[src/rtl/eacfib_pkg.sv]
package eacfib_pkg;

  // Operation applied to the state on the next clock edge.
  typedef enum logic [1:0] {
    OP_HOLD = 2'd0,
    OP_STEP = 2'd1,
    OP_LOAD = 2'd2
  } eacfib_op_e;

endpackage

[src/rtl/eacfib_ctrl.sv]
module eacfib_ctrl
  import eacfib_pkg::*;
(
  input  logic       load_en,
  input  logic       step_en,
  output eacfib_op_e op
);

  // A seed load wins over a step; reset is handled in the state register.
  always_comb begin
    if (load_en)      op = OP_LOAD;
    else if (step_en) op = OP_STEP;
    else              op = OP_HOLD;
  end

endmodule

[src/rtl/eacfib_adder.sv]
module eacfib_adder #(
  parameter int W = 16
) (
  input  logic [W-1:0] a,
  input  logic [W-1:0] b,
  input  logic         cin,
  output logic [W-1:0] sum,
  output logic         cout
);

  localparam int SW = W + 1;

  // Sum of two words and a carry-in, returned as {carry_out, sum}.
  function automatic logic [SW-1:0] eac_sum(input logic [W-1:0] pa,
                                            input logic [W-1:0] pb,
                                            input logic         pc);
    return {1'b0, pa} + {1'b0, pb} + SW'(pc);
  endfunction

  logic [SW-1:0] full;

  always_comb begin
    full = eac_sum(a, b, cin);
    sum  = full[W-1:0];
    cout = full[W];
  end

endmodule

[src/rtl/eacfib_degen.sv]
module eacfib_degen #(
  parameter int W = 16
) (
  input  logic [W-1:0] x,
  input  logic [W-1:0] y,
  input  logic         c,
  output logic         degen
);

  localparam int SW = 2 * W + 1;

  logic [SW-1:0] flat;

  always_comb begin
    flat  = {c, y, x};
    degen = (&flat) | ~(|flat);
  end

endmodule

[src/rtl/eacfib_state.sv]
module eacfib_state
  import eacfib_pkg::*;
#(
  parameter int W = 16
) (
  input  logic         clk,
  input  logic         rst,
  input  eacfib_op_e   op,
  input  logic [W-1:0] seed_x,
  input  logic [W-1:0] seed_y,
  input  logic         seed_c,
  input  logic [W-1:0] step_x,
  input  logic         step_c,
  output logic [W-1:0] x_q,
  output logic [W-1:0] y_q,
  output logic         c_q
);

  localparam logic [W-1:0] RST_X = W'(1);
  localparam logic [W-1:0] RST_Y = '0;

  always_ff @(posedge clk) begin
    if (rst) begin
      x_q <= RST_X;
      y_q <= RST_Y;
      c_q <= 1'b0;
    end else begin
      unique case (op)
        OP_LOAD: begin
          x_q <= seed_x;
          y_q <= seed_y;
          c_q <= seed_c;
        end
        OP_STEP: begin
          x_q <= step_x;
          y_q <= x_q;
          c_q <= step_c;
        end
        default: begin
          x_q <= x_q;
          y_q <= y_q;
          c_q <= c_q;
        end
      endcase
    end
  end

endmodule

[src/rtl/eacfib_gen.sv]
module eacfib_gen
  import eacfib_pkg::*;
#(
  parameter int W = 16
) (
  input  logic         clk,
  input  logic         rst,
  input  logic         load_en,
  input  logic [W-1:0] seed_x,
  input  logic [W-1:0] seed_y,
  input  logic         seed_c,
  input  logic         step_en,
  output logic [W-1:0] word_out,
  output logic         illegal_seed
);

  eacfib_op_e   op;
  logic [W-1:0] x_q;
  logic [W-1:0] y_q;
  logic         c_q;
  logic [W-1:0] add_sum;
  logic         add_cout;
  logic         degen_hit;

  eacfib_ctrl ctrl_i (
    .load_en (load_en),
    .step_en (step_en),
    .op      (op)
  );

  // The registered carry enters as carry-in: one W-bit adder per step.
  eacfib_adder #(.W(W)) adder_i (
    .a    (x_q),
    .b    (y_q),
    .cin  (c_q),
    .sum  (add_sum),
    .cout (add_cout)
  );

  eacfib_state #(.W(W)) state_i (
    .clk    (clk),
    .rst    (rst),
    .op     (op),
    .seed_x (seed_x),
    .seed_y (seed_y),
    .seed_c (seed_c),
    .step_x (add_sum),
    .step_c (add_cout),
    .x_q    (x_q),
    .y_q    (y_q),
    .c_q    (c_q)
  );

  eacfib_degen #(.W(W)) degen_i (
    .x     (x_q),
    .y     (y_q),
    .c     (c_q),
    .degen (degen_hit)
  );

  assign word_out     = x_q;
  assign illegal_seed = degen_hit;

endmodule

[config.mk]
export PLATFORM = sky130hd
export DESIGN_NAME = eacfib_gen
export DESIGN_NICKNAME = d
export VERILOG_FILES = /design/src/rtl/eacfib_pkg.sv /design/src/rtl/eacfib_ctrl.sv /design/src/rtl/eacfib_adder.sv /design/src/rtl/eacfib_degen.sv /design/src/rtl/eacfib_state.sv /design/src/rtl/eacfib_gen.sv
export SDC_FILE = /design/constraint.sdc
export NUM_CORES = 1
export LEC_CHECK = 0
export CAP_MARGIN = 20
export CORE_ASPECT_RATIO = 1.4
export CORE_MARGIN = 3
export CORE_UTILIZATION = 40
export DETAILED_ROUTE_END_ITERATION = 6
export GPL_ROUTABILITY_DRIVEN = 0
export MAX_ROUTING_LAYER = met4
export PLACE_DENSITY = 0.65
export SKIP_LAST_GASP = 1
export SYNTH_ARGS = -nofsm -noshare
export SYNTH_HDL_FRONTEND = slang
export SYNTH_HIERARCHICAL = 1
export SYNTH_SLANG_ARGS = --single-unit
[constraint.sdc]
create_clock -name clk -period 8.1 [get_ports clk]
set_clock_uncertainty 0.15 [all_clocks]
set_input_delay 1.62 -clock clk [delete_from_list [all_inputs] [get_ports clk]]
set_output_delay 1.62 -clock clk [all_outputs]
set_load 0.02 [all_outputs]
Word-level counts from Yosys, hierarchy flattened. Cells that the tools add are included.

Register bits after elaboration: 33. Bits of input ports: 37. Output and inout port bits: 17. Logic and storage cells: 17.

$add $sub $neg: 2. Equality and inequality tests: 2. Multiplexer cells: 5. Bitwise operators: 2. Reductions and logical operators: 3.

Operator list (number): $pmux W16 S2 (2); $reduce_and A33 Y1 (1); $reduce_or A33 Y1 (1); $add A16 B16 Y17 (1); $add A17 B1 Y17 (1); $eq A2 B1 Y1 const B (1); $eq A2 B2 Y1 const B (1); $mux W2 (1); $pmux W1 S2 (1); $reduce_bool A2 Y1 (1); $mux W1 (1); $not A1 Y1 (1); $or A1 B1 Y1 (1).

Depth between registers and ports, before layout. Gate-level depths: netlist (run 1).

Depth in word-level cells: 4. Gate-level depth with buffers: 10. Depth with buffers taken out: 10.

Cells and area by module. Netlist (run 1), hierarchy kept.

Modules (own cells, without submodules): eacfib_state (times used 1, cells an instance 150, area each 1670.4 µm², seq. area each 660.6 µm²); eacfib_adder (times used 1, cells an instance 89, area each 733.2 µm², seq. area each 0.0 µm²); eacfib_degen (times used 1, cells an instance 24, area each 145.1 µm², seq. area each 0.0 µm²); eacfib_ctrl (times used 1, cells an instance 2, area each 21.3 µm², seq. area each 0.0 µm²).

Least setup slack after synthesis (run 1). Ideal clock, no wire load.

Path type: reg-to-output. Start point: register state_i.x_q[14]. End point: output illegal_seed. Data arrival time: 1575 ps. Data required time: 6330 ps. Slack: 4755 ps. Stages on the path, launching flop included: 5. Buffers on the path: 0. Cells stage by stage: dfxtp_1 nor4_1 nand4_1 or4_1 o21ai_1.

Word-level cells in the longest chain between the ends: 3. Elaborated cells between the ends (all ways): 4. Those cells by class: 2 x bitwise; 2 x reduce/logical.

Ends and longest elaborated chain: start: declaration (line eacfib_state.sv:14) `output logic [W-1:0] x_q,`; start signal: assignment (line eacfib_state.sv:35) `x_q <= step_x;`; start signal: assignment (line eacfib_state.sv:40) `x_q <= x_q;`; $reduce_or A33 Y1 (line eacfib_degen.sv:16) `degen = (&flat) | ~(|flat);`; $not A1 Y1 (line eacfib_degen.sv:16); $or A1 B1 Y1 (*) (line eacfib_degen.sv:16); end: declaration (line eacfib_gen.sv:14) `output logic illegal_seed`.

Mark *: on every way between the ends. The rest lies on a longest branch, timed or not.

Worst setup path after layout (run 1).
Start point: register state_i.y_q[8]. End point: output illegal_seed.

Word-level cells in the longest chain between the ends: 3. Elaborated cells between the ends (all ways): 4. Those cells by class: 2 x bitwise; 2 x reduce/logical.

Ends and longest elaborated chain: start: declaration (line eacfib_state.sv:15) `output logic [W-1:0] y_q,`; start signal: assignment (line eacfib_state.sv:31) `y_q <= seed_y;`; start signal: assignment (line eacfib_state.sv:36) `y_q <= x_q;`; start signal: assignment (line eacfib_state.sv:41) `y_q <= y_q;`; $reduce_or A33 Y1 (line eacfib_degen.sv:16); $not A1 Y1 (line eacfib_degen.sv:16); $or A1 B1 Y1 (*) (line eacfib_degen.sv:16).

Marked as above.

==> results of run 1 <==
## registers in the layout (all words and copies together), names as in the netlist
name,cells
state_i/x_q,16
state_i/c_q,1
state_i/y_q,16
## metrics by stage
step	instance area [µm²]	total power, W	util (%)
final	3170	0.000521	52.5
after global routing	3170	0.000552	52.5
after CTS	3170	0.000529	52.5
after detailed placement	3090	0.000404	51.2
after global placement	3090	0.000401	51.2
after floorplan	2570	0.000341	-
## critical path, delay by kind of cell, from the launching register on
family	cells	cell delay, ns
buffers and inverters	1	0.63
and+or+nand+nor	3	0.95
DFF	1	0.35
AOI/OAI and AO/OA	1	0.18
## cells by family after synthesis
family,count (synthesis),share of synthesized area (%)
flip-flops,33,25.7
multiplexers,33,12.9
XOR/XNOR,14,4.77
AO/OA/AOI/OAI,72,24.4
AND/OR/NAND/NOR,74,17.4
buffers and inverters,21,5.55
adder cells (fa/ha/maj),18,9.35
## Yosys cell counts (2+ instances only)
cell type	n	area, µm²
dfxtp_1	33	661
mux2i_1	33	330
nor2b_1	33	206
a211oi_2	19	238
ha_1	16	200
a211oi_1	14	105
a21oi_1	10	50.1
xnor2_1	9	78.8
nand4_1	8	50.1
nor4_1	8	50.1
inv_1	6	22.5
clkbuf_1	5	18.8
nand2_1	5	18.8
nand3_1	5	25.0
xor2_1	5	43.8
a21o_1	4	30.0
buf_2	4	20.0
nor2_1	4	15.0
o21ai_0	4	20.0
a21oi_2	3	26.3
o21bai_1	3	22.5
and3_1	2	12.5
buf_12	2	40.0
buf_4	2	15.0
fa_1	2	40.0
nand2b_1	2	12.5
o21a_1	2	15.0
o21ai_1	2	10.0
o21ai_2	2	17.5
or4_1	2	15.0
## area by class of cell
cell class,count,area (µm²)
inverters,6,22.5
fillers,570,2860
repair buffers,55,546
well taps,70,87.6
clock buffers,8,80.1
multi-input cells,211,1770
flip-flops and latches,33,661
## path summary, 6_finish.rpt
| path | start | end | slack [ns] | cells after the start |
|---|---|---|---|---|
| worst min register to register | state_i/y_q[7]$_SDFFE_PP0P_ | state_i/y_q[7]$_SDFFE_PP0P_ | 0.43 | 2 |
| worst max-delay path | state_i/y_q[8]$_SDFFE_PP0P_ | illegal_seed | 3.94 | 5 |
| worst max register to register | state_i/x_q[0]$_SDFFE_PP1P_ | state_i/x_q[10]$_SDFFE_PP0P_ | 4.97 | 10 |
| worst min-delay path | state_i/y_q[7]$_SDFFE_PP0P_ | state_i/y_q[7]$_SDFFE_PP0P_ | 0.43 | 2 |
## power groups by stage
stage                     combinational (W)  clock, W  sequential (W)
final                              0.000193  0.000121        0.000207
after global routing               0.000212  0.000131        0.000210
after CTS                          0.000195  0.000127        0.000207
after detailed placement           0.000194         0        0.000210
after global placement             0.000191         0        0.000210
after floorplan                    0.000129         0        0.000212
## routing by layer
layer | global-route usage (%) | part of all wire [%] | routed length [µm]
met1 | 20.3 | 43 | 2710
met4 | 6.28 | 1.4 | 87
met3 | 2.10 | 3.3 | 210
met2 | 31.4 | 53 | 3350
met5 | - | 0 | 0
==> impl_metrics.env, run 1 <==
export IMPL_yosysSeqAreaShare_pct=25.7
export IMPL_cts_root_buf="clkbuf_8"
export IMPL_firstDrtPassIters=4
export IMPL_critPathMaxFanout=4
export IMPL_grt_use_total_pct=17.8
export IMPL_postCtsSetupRepairBufs=0
export IMPL_netlist_area_um2=2570
export IMPL_io_pins=54
export IMPL_finalSetupViolCount=0
export IMPL_drive_gt1_share_pct=12.1
export IMPL_startpoint_type="register"
export IMPL_ctsHoldBuffers=0
export IMPL_ys_types=46
export IMPL_ys_warn_count=6
export IMPL_drv_slew=0
export IMPL_peakVddDrop_mv=0.0775
export IMPL_core_area_um2=6030
export IMPL_cp_cell_sequence="nor4_1 -> nand4_1 -> or4_1 -> o21ai_1 -> clkdlybuf4s50_1"
export IMPL_hold_class="register to register"
export IMPL_worstPathRequired_ns=6.33
export IMPL_synth_seq_cells=33
export IMPL_detailedPlace_worstSlack_ns=3.89
export IMPL_end_kind="output port"
export IMPL_ys_async_sr_fraction_pct=0
export IMPL_fin_crit_sh_pct=51.3
export IMPL_placementRows=33
export IMPL_path_class="register to output port"
export IMPL_die_h_um=101
export IMPL_clock_latency_ns=0.28
export IMPL_cp_data_arrival_time_ns=2.39
export IMPL_timing_slew_headroom_pct=28.8
export IMPL_mostFrequentLayoutCell="clkdlybuf4s50_1"
export IMPL_die_area_um2=7440
export IMPL_p_comb_share_pct=37.0
export IMPL_grt_max_degree=36
export IMPL_synth_flop_cell="dfxtp_1"
export IMPL_grt_pass1_wl_mm=9.99
export IMPL_drt_initial_drc_count=76
export IMPL_dp_cells=375
export IMPL_internal_power_w=0.000338
export IMPL_clk_pin_slew_worst_paths_ns=0.07
export IMPL_slowest_stage="clkdlybuf4s50_1"
export IMPL_htree_levels=2
export IMPL_nNetsFinal=367
export IMPL_power_density_nw_per_um2=164
export IMPL_io_buffers=53
export IMPL_final_instance_count_excl_fill=383
export IMPL_vias=2159
export IMPL_switchingPower_w=0.000183
export IMPL_p_seq_share_pct=39.7
export IMPL_clock_power_share_pct=23.3
export IMPL_ant_nets=0
export IMPL_drv_cap=0
export IMPL_cts_tree="built"
export IMPL_dp_hpwl_mm=4.71
export IMPL_die_w_um=73.7
export IMPL_max_freq_mhz=241
export IMPL_drc_errors=0
export IMPL_worst_pin_slew_ns=1.07
export IMPL_hold_slack_ns=0.427
export IMPL_wl_per_cell_um=16.6
export IMPL_numCtsBuffers=5
export IMPL_synth_edf_count=0
export IMPL_postRouteWirelength_mm=6.36
export IMPL_numClockSinks=33
export IMPL_setup_ws_ns=3.94
export IMPL_setup_tns_ns=0
export IMPL_synth_cells=265
export IMPL_antenna_found_initial=0
export IMPL_most_common_layout_cells="clkdlybuf4s50_1 (53), nor2b_1 (33), mux2i_1 (33), dfxtp_1 (33), a211oi_2 (19)"
export IMPL_cts_resized=0
export IMPL_finalCriticalPeriod_ns=4.16
export IMPL_slowest_delay_ns=0.63
export IMPL_rsz0062_at_grt="no"
export IMPL_status="completed"
export IMPL_grt_pass1_vias=2107
export IMPL_syn_area_per_cell_um2=9.70
export IMPL_synth_fp_nets=320
export IMPL_swShare_pct=35.2
export IMPL_via_per_inst=5.64
export IMPL_antenna_cells=0
export IMPL_gr_total_overflow=0
export IMPL_hold_viol_final=0
export IMPL_p_leak_nw=1.16
export IMPL_cts_buffer_depth=2
export IMPL_start_util_pct=42.6
export IMPL_syn_to_final_growth_pct=23.2
Note: power is estimated with default switching activity, not from simulation.
==> run 2, diff against run 1 <==
==> constraint.sdc (replaced) <==
create_clock -name clk -period 4.1 [get_ports clk]
set_clock_uncertainty 0.15 [all_clocks]
set_input_delay 0.82 -clock clk [delete_from_list [all_inputs] [get_ports clk]]
set_output_delay 0.82 -clock clk [all_outputs]
set_load 0.02 [all_outputs]
==> run 2 against run 1 <==
  * Worst setup slack lost 3.2 ns
  * First-iteration DRC count increased by 55%
  * Largest power group unchanged
  * Critical path depth did not move
  * Global-route usage grew 1.4 points
  * Critical path type unchanged
  * Wire length is 3.1% higher
  * Critical endpoint unchanged
  * Power grew 100%
==> impl_metrics.env, run 2 (synthesis results as in run 1) <==
export IMPL_status="completed"
export IMPL_io_buffers=53
export IMPL_cp_data_arrival_time_ns=2.42
export IMPL_postCtsSetupRepairBufs=0
export IMPL_cts_root_buf="clkbuf_8"
export IMPL_die_area_um2=7440
export IMPL_start_util_pct=42.6
export IMPL_grt_max_degree=35
export IMPL_fin_crit_sh_pct=82.7
export IMPL_gr_total_overflow=0
export IMPL_grt_use_total_pct=19.2
export IMPL_mostFrequentLayoutCell="clkdlybuf4s50_1"
export IMPL_worstPathRequired_ns=3.13
export IMPL_end_kind="output port"
export IMPL_slowest_stage="clkdlybuf4s50_1"
export IMPL_p_leak_nw=1.19
export IMPL_drive_gt1_share_pct=13.3
export IMPL_power_density_nw_per_um2=327
export IMPL_htree_levels=2
export IMPL_cts_buffer_depth=2
export IMPL_timing_slew_headroom_pct=62.3
export IMPL_syn_to_final_growth_pct=25.3
export IMPL_antenna_cells=0
export IMPL_largestRegisters="state_i/x_q (16), state_i/y_q (16), state_i/c_q (1)"
export IMPL_firstDrtPassIters=4
export IMPL_nNetsFinal=370
export IMPL_rrSetupSlack_ns=0.99
export IMPL_postRouteWirelength_mm=6.55
export IMPL_cts_resized=0
export IMPL_antenna_found_initial=0
export IMPL_clock_latency_ns=0.29
export IMPL_grt_pass1_wl_mm=10.7
export IMPL_dp_hpwl_mm=4.79
export IMPL_clk_pin_slew_worst_paths_ns=0.07
export IMPL_hold_path_startpoint="state_i/c_q$_SDFFE_PP0P_"
export IMPL_fill_cells=564
export IMPL_max_freq_mhz=295
export IMPL_startpoint_type="register"
export IMPL_multi_input_area_um2=1770
export IMPL_critPathMaxFanout=6
export IMPL_ant_nets=0
export IMPL_regArea_um2=661
export IMPL_most_common_layout_cells="clkdlybuf4s50_1 (53), nor2b_1 (33), mux2i_1 (33), dfxtp_1 (33), a211oi_2 (19)"
export IMPL_finalPower_w=0.00105
export IMPL_ctsHoldBuffers=0
export IMPL_peakVddDrop_mv=0.182
export IMPL_hold_class="register to register"
export IMPL_cts_tree="built"
export IMPL_drv_slew=0
export IMPL_rsz0062_at_grt="no"
export IMPL_path_class="register to output port"
export IMPL_hold_viol_final=0
export IMPL_worst_pin_slew_ns=0.566
export IMPL_wl_per_cell_um=17.0
export IMPL_final_util_pct=53.4
export IMPL_placedInstanceArea_um2=3130
export IMPL_core_area_um2=6030
export IMPL_r2r_start="state_i/x_q[0]$_SDFFE_PP1P_"
export IMPL_drt_initial_drc_count=118
export IMPL_grt_pass1_vias=2235
export IMPL_drc_errors=0
export IMPL_die_h_um=101
export IMPL_cp_cell_sequence="nor4_1 -> nand4_1 -> or4_1 -> o21ai_1 -> clkdlybuf4s50_1"
export IMPL_via_per_inst=5.76
export IMPL_critPathTopFamily="simple AND/OR/NAND/NOR gates"
export IMPL_slowest_delay_ns=0.63
export IMPL_critical_path_startpoint="state_i/x_q[14]$_SDFFE_PP0P_"
export IMPL_drv_cap=0
export IMPL_vias=2217
export IMPL_finalCriticalPeriod_ns=3.39
export IMPL_final_cell_area_um2=3220
export IMPL_placementRows=33
export IMPL_numCtsBuffers=5
export IMPL_hold_slack_ns=0.418
export IMPL_cp_buffers_inverters=1
export IMPL_io_pins=54
export IMPL_numClockSinks=33
export IMPL_finalSetupViolCount=0
export IMPL_setup_tns_ns=0
export IMPL_die_w_um=73.7
## run 2: per-stage QoR
| stage | worst slack [ns] | cells |
|---|---|---|
| final | 0.710 | 385 |
| after global routing | 0.604 | 385 |
| after CTS | 0.704 | 385 |
| after detailed placement | 0.988 | 378 |
| after global placement | 1.03 | 378 |
| after floorplan | 1.24 | 265 |
## run 2: area by class of cell
| type | count | share of cell area, % |
|---|---|---|
| clock buffers | 7 | 2.68 |
| inverters | 6 | 0.700 |
| well taps | 70 | 2.72 |
| multi-input cells | 211 | 55.0 |
| repair buffers | 58 | 18.4 |
| flip-flops and latches | 33 | 20.5 |
## run 2: metal layers
metal,up-vias,part of all wire [%],global-route usage (%)
li1,1094,-,-
met1,1066,43,22.5
met2,48,51,33.1
met3,9,4.2,2.99
met4,0,1.4,5.86
met5,-,0,-
## run 2: worst register-to-register path, delay by kind of cell, from the launching register on
family / cells / cell delay (ns)
AO/OA/AOI/OAI: 7 / 1.32
adder cells (fa/ha/maj): 2 / 0.94
flip-flops: 1 / 0.37
multiplexers: 1 / 0.21
## run 2: path summary, 6_finish.rpt
| kind | to | cells past startpoint |
|---|---|---|
| min reg2reg | state_i/c_q$_SDFFE_PP0P_ | 2 |
| max reg2reg | state_i/c_q$_SDFFE_PP0P_ | 10 |
| max | illegal_seed | 5 |
| min | state_i/c_q$_SDFFE_PP0P_ | 2 |
## run 2: power by group
part / internal [W] / switching, W
combinational: 0.000197 / 0.000196
clock: 0.000133 / 0.000121
sequential: 0.000355 / 0.0000500
==> run 3, diff against run 2 <==
==> constraint.sdc (replaced) <==
create_clock -name clk -period 3.2 [get_ports clk]
set_clock_uncertainty 0.15 [all_clocks]
set_input_delay 0.64 -clock clk [delete_from_list [all_inputs] [get_ports clk]]
set_output_delay 0.64 -clock clk [all_outputs]
set_load 0.02 [all_outputs]
==> run 3 against run 2 <==
  * First-iteration DRC count decreased by 19%
  * Clock power rose by 27%
  * Cell area is 0.85% higher
  * Critical path type is now register to register
  * Largest cell class unchanged
  * Largest power group unchanged
==> impl_metrics.env, run 3 (synthesis results as in run 1) <==
export IMPL_status="completed"
export IMPL_rsz0062_at_grt="no"
export IMPL_numClockSinks=33
export IMPL_slowest_stage="fa_1"
export IMPL_largestRegisters="state_i/x_q (16), state_i/y_q (16), state_i/c_q (1)"
export IMPL_hold_path_startpoint="state_i/y_q[3]$_SDFFE_PP0P_"
export IMPL_die_h_um=101
export IMPL_dp_cells=383
export IMPL_grt_max_degree=35
export IMPL_drt_initial_drc_count=95
export IMPL_timing_slew_headroom_pct=67.7
export IMPL_fin_crit_sh_pct=94.2
export IMPL_finalCriticalPeriod_ns=3.02
export IMPL_grt_pass1_vias=2250
export IMPL_via_per_inst=5.58
export IMPL_htree_levels=2
export IMPL_worstPathRequired_ns=3.19
export IMPL_worst_pin_slew_ns=0.485
export IMPL_nNetsFinal=375
export IMPL_path_class="register to register"
export IMPL_fill_cells=577
export IMPL_antenna_cells=0
export IMPL_ctsHoldBuffers=0
export IMPL_r2r_start="state_i/x_q[0]$_SDFFE_PP1P_"
export IMPL_drv_cap=0
export IMPL_clk_pin_slew_worst_paths_ns=0.07
export IMPL_vias=2176
export IMPL_drv_slew=0
export IMPL_start_util_pct=42.6
export IMPL_cp_buffers_inverters=0
export IMPL_firstDrtPassIters=4
export IMPL_dp_hpwl_mm=4.87
export IMPL_antenna_found_initial=0
export IMPL_hold_class="register to register"
export IMPL_postCtsSetupRepairBufs=0
export IMPL_power_density_nw_per_um2=417
export IMPL_ant_nets=0
export IMPL_hold_viol_final=0
export IMPL_gr_total_overflow=0
export IMPL_die_area_um2=7440
export IMPL_cp_data_arrival_time_ns=3.00
export IMPL_placementRows=33
export IMPL_cts_buffer_depth=2
export IMPL_wl_per_cell_um=16.6
export IMPL_cts_root_buf="clkbuf_8"
export IMPL_mostFrequentLayoutCell="clkdlybuf4s50_1"
export IMPL_io_pins=54
export IMPL_final_util_pct=53.9
export IMPL_core_area_um2=6030
export IMPL_critical_path_startpoint="state_i/x_q[0]$_SDFFE_PP1P_"
export IMPL_end_kind="register"
export IMPL_die_w_um=73.7
export IMPL_grt_pass1_wl_mm=10.6
export IMPL_postRouteWirelength_mm=6.46
export IMPL_p_leak_nw=1.23
export IMPL_cp_cell_sequence="fa_1 -> fa_1 -> a21oi_2 -> o21ai_2 -> a21oi_2 -> o221ai_2 -> a221o_1 -> a21o_1 -> mux2i_1 -> a211oi_1"
export IMPL_startpoint_type="register"
export IMPL_slowest_delay_ns=0.49
export IMPL_drive_gt1_share_pct=14.7
export IMPL_critPathTopFamily="compound AO/OA/AOI/OAI gates"
export IMPL_most_common_layout_cells="clkdlybuf4s50_1 (52), nor2b_1 (33), mux2i_1 (33), dfxtp_1 (33), a211oi_2 (19)"
export IMPL_setup_tns_ns=0
export IMPL_drc_errors=0
export IMPL_cts_tree="built"
export IMPL_peakVddDrop_mv=0.237
export IMPL_finalSetupViolCount=0
export IMPL_io_buffers=53
export IMPL_syn_to_final_growth_pct=26.3
export IMPL_clock_latency_ns=0.28
export IMPL_grt_use_total_pct=18.6
export IMPL_final_instance_count_excl_fill=390
export IMPL_critPathMaxFanout=6
export IMPL_numCtsBuffers=5
export IMPL_max_freq_mhz=332
run 3: cell types whose count changed in the layout (fill, tap and decap cells not counted):
cell,previous run,this run
buf_4,3,9
buf_12,2,1
dlymetal6s2s_1,0,1
clkdlybuf4s50_1,53,52
run 3: worst paths after layout:
kind	to	slack [ns]	depth (start not counted)
worst max-delay path	state_i/c_q$_SDFFE_PP0P_	0.18	10
worst max register to register	state_i/c_q$_SDFFE_PP0P_	0.18	10
worst min register to register	state_i/y_q[3]$_SDFFE_PP0P_	0.43	2
worst min-delay path	state_i/y_q[3]$_SDFFE_PP0P_	0.43	2
run 3: tightest hold or removal path: cells and delay by family (launching register included):
kind | cells | cell delay [ns]
compound gates | 1 | 0.06
flops | 1 | 0.34
simple gates | 1 | 0.14
run 3: layout make-up:
type | instances | area (µm²) | share of cell area, %
multi-input cells | 211 | 1770 | 54.5
flip-flops and latches | 33 | 661 | 20.3
repair buffers | 63 | 621 | 19.1
well taps | 70 | 87.6 | 2.70
clock buffers | 7 | 86.3 | 2.66
inverters | 6 | 22.5 | 0.694
run 3: repair_timing:
| action | 4_1_cts | 5_1_grt |
|---|---|---|
| endpoints found under the hold margin | 0 | 0 |
| setup endpoints to repair | 0 | 1 |
| gates resized for setup | 0 | 1 |
run 3: stage by stage:
stage	area (µm²)	setup slack [ns]	power [W]	hold slack (ns)
3_5_place_dp	3160	0.231	0.00104	0.412
6_report	3250	0.184	0.00135	0.434
5_1_grt	3250	0.00781	0.00144	0.462
4_1_cts	3240	0.0300	0.00137	0.436
2_1_floorplan	2570	0.343	0.000864	0.373
3_3_place_gp	3160	0.284	0.00104	0.404
run 3: metal layers:
metal  vias to the layer above  track usage (%)  wire, µm
li1                       1109                -         -
met1                      1016             21.3      2730
met2                        43             33.0      3420
met3                         8             2.89       219
met4                         0             5.16        90
met5                         -                -         0
run 3: where the power goes:
group          leakage (nW)  internal (W)  switching, W
Clock                0.0443      0.000171      0.000152
Sequential            0.274      0.000455     0.0000625
Combinational         0.913      0.000257      0.000255
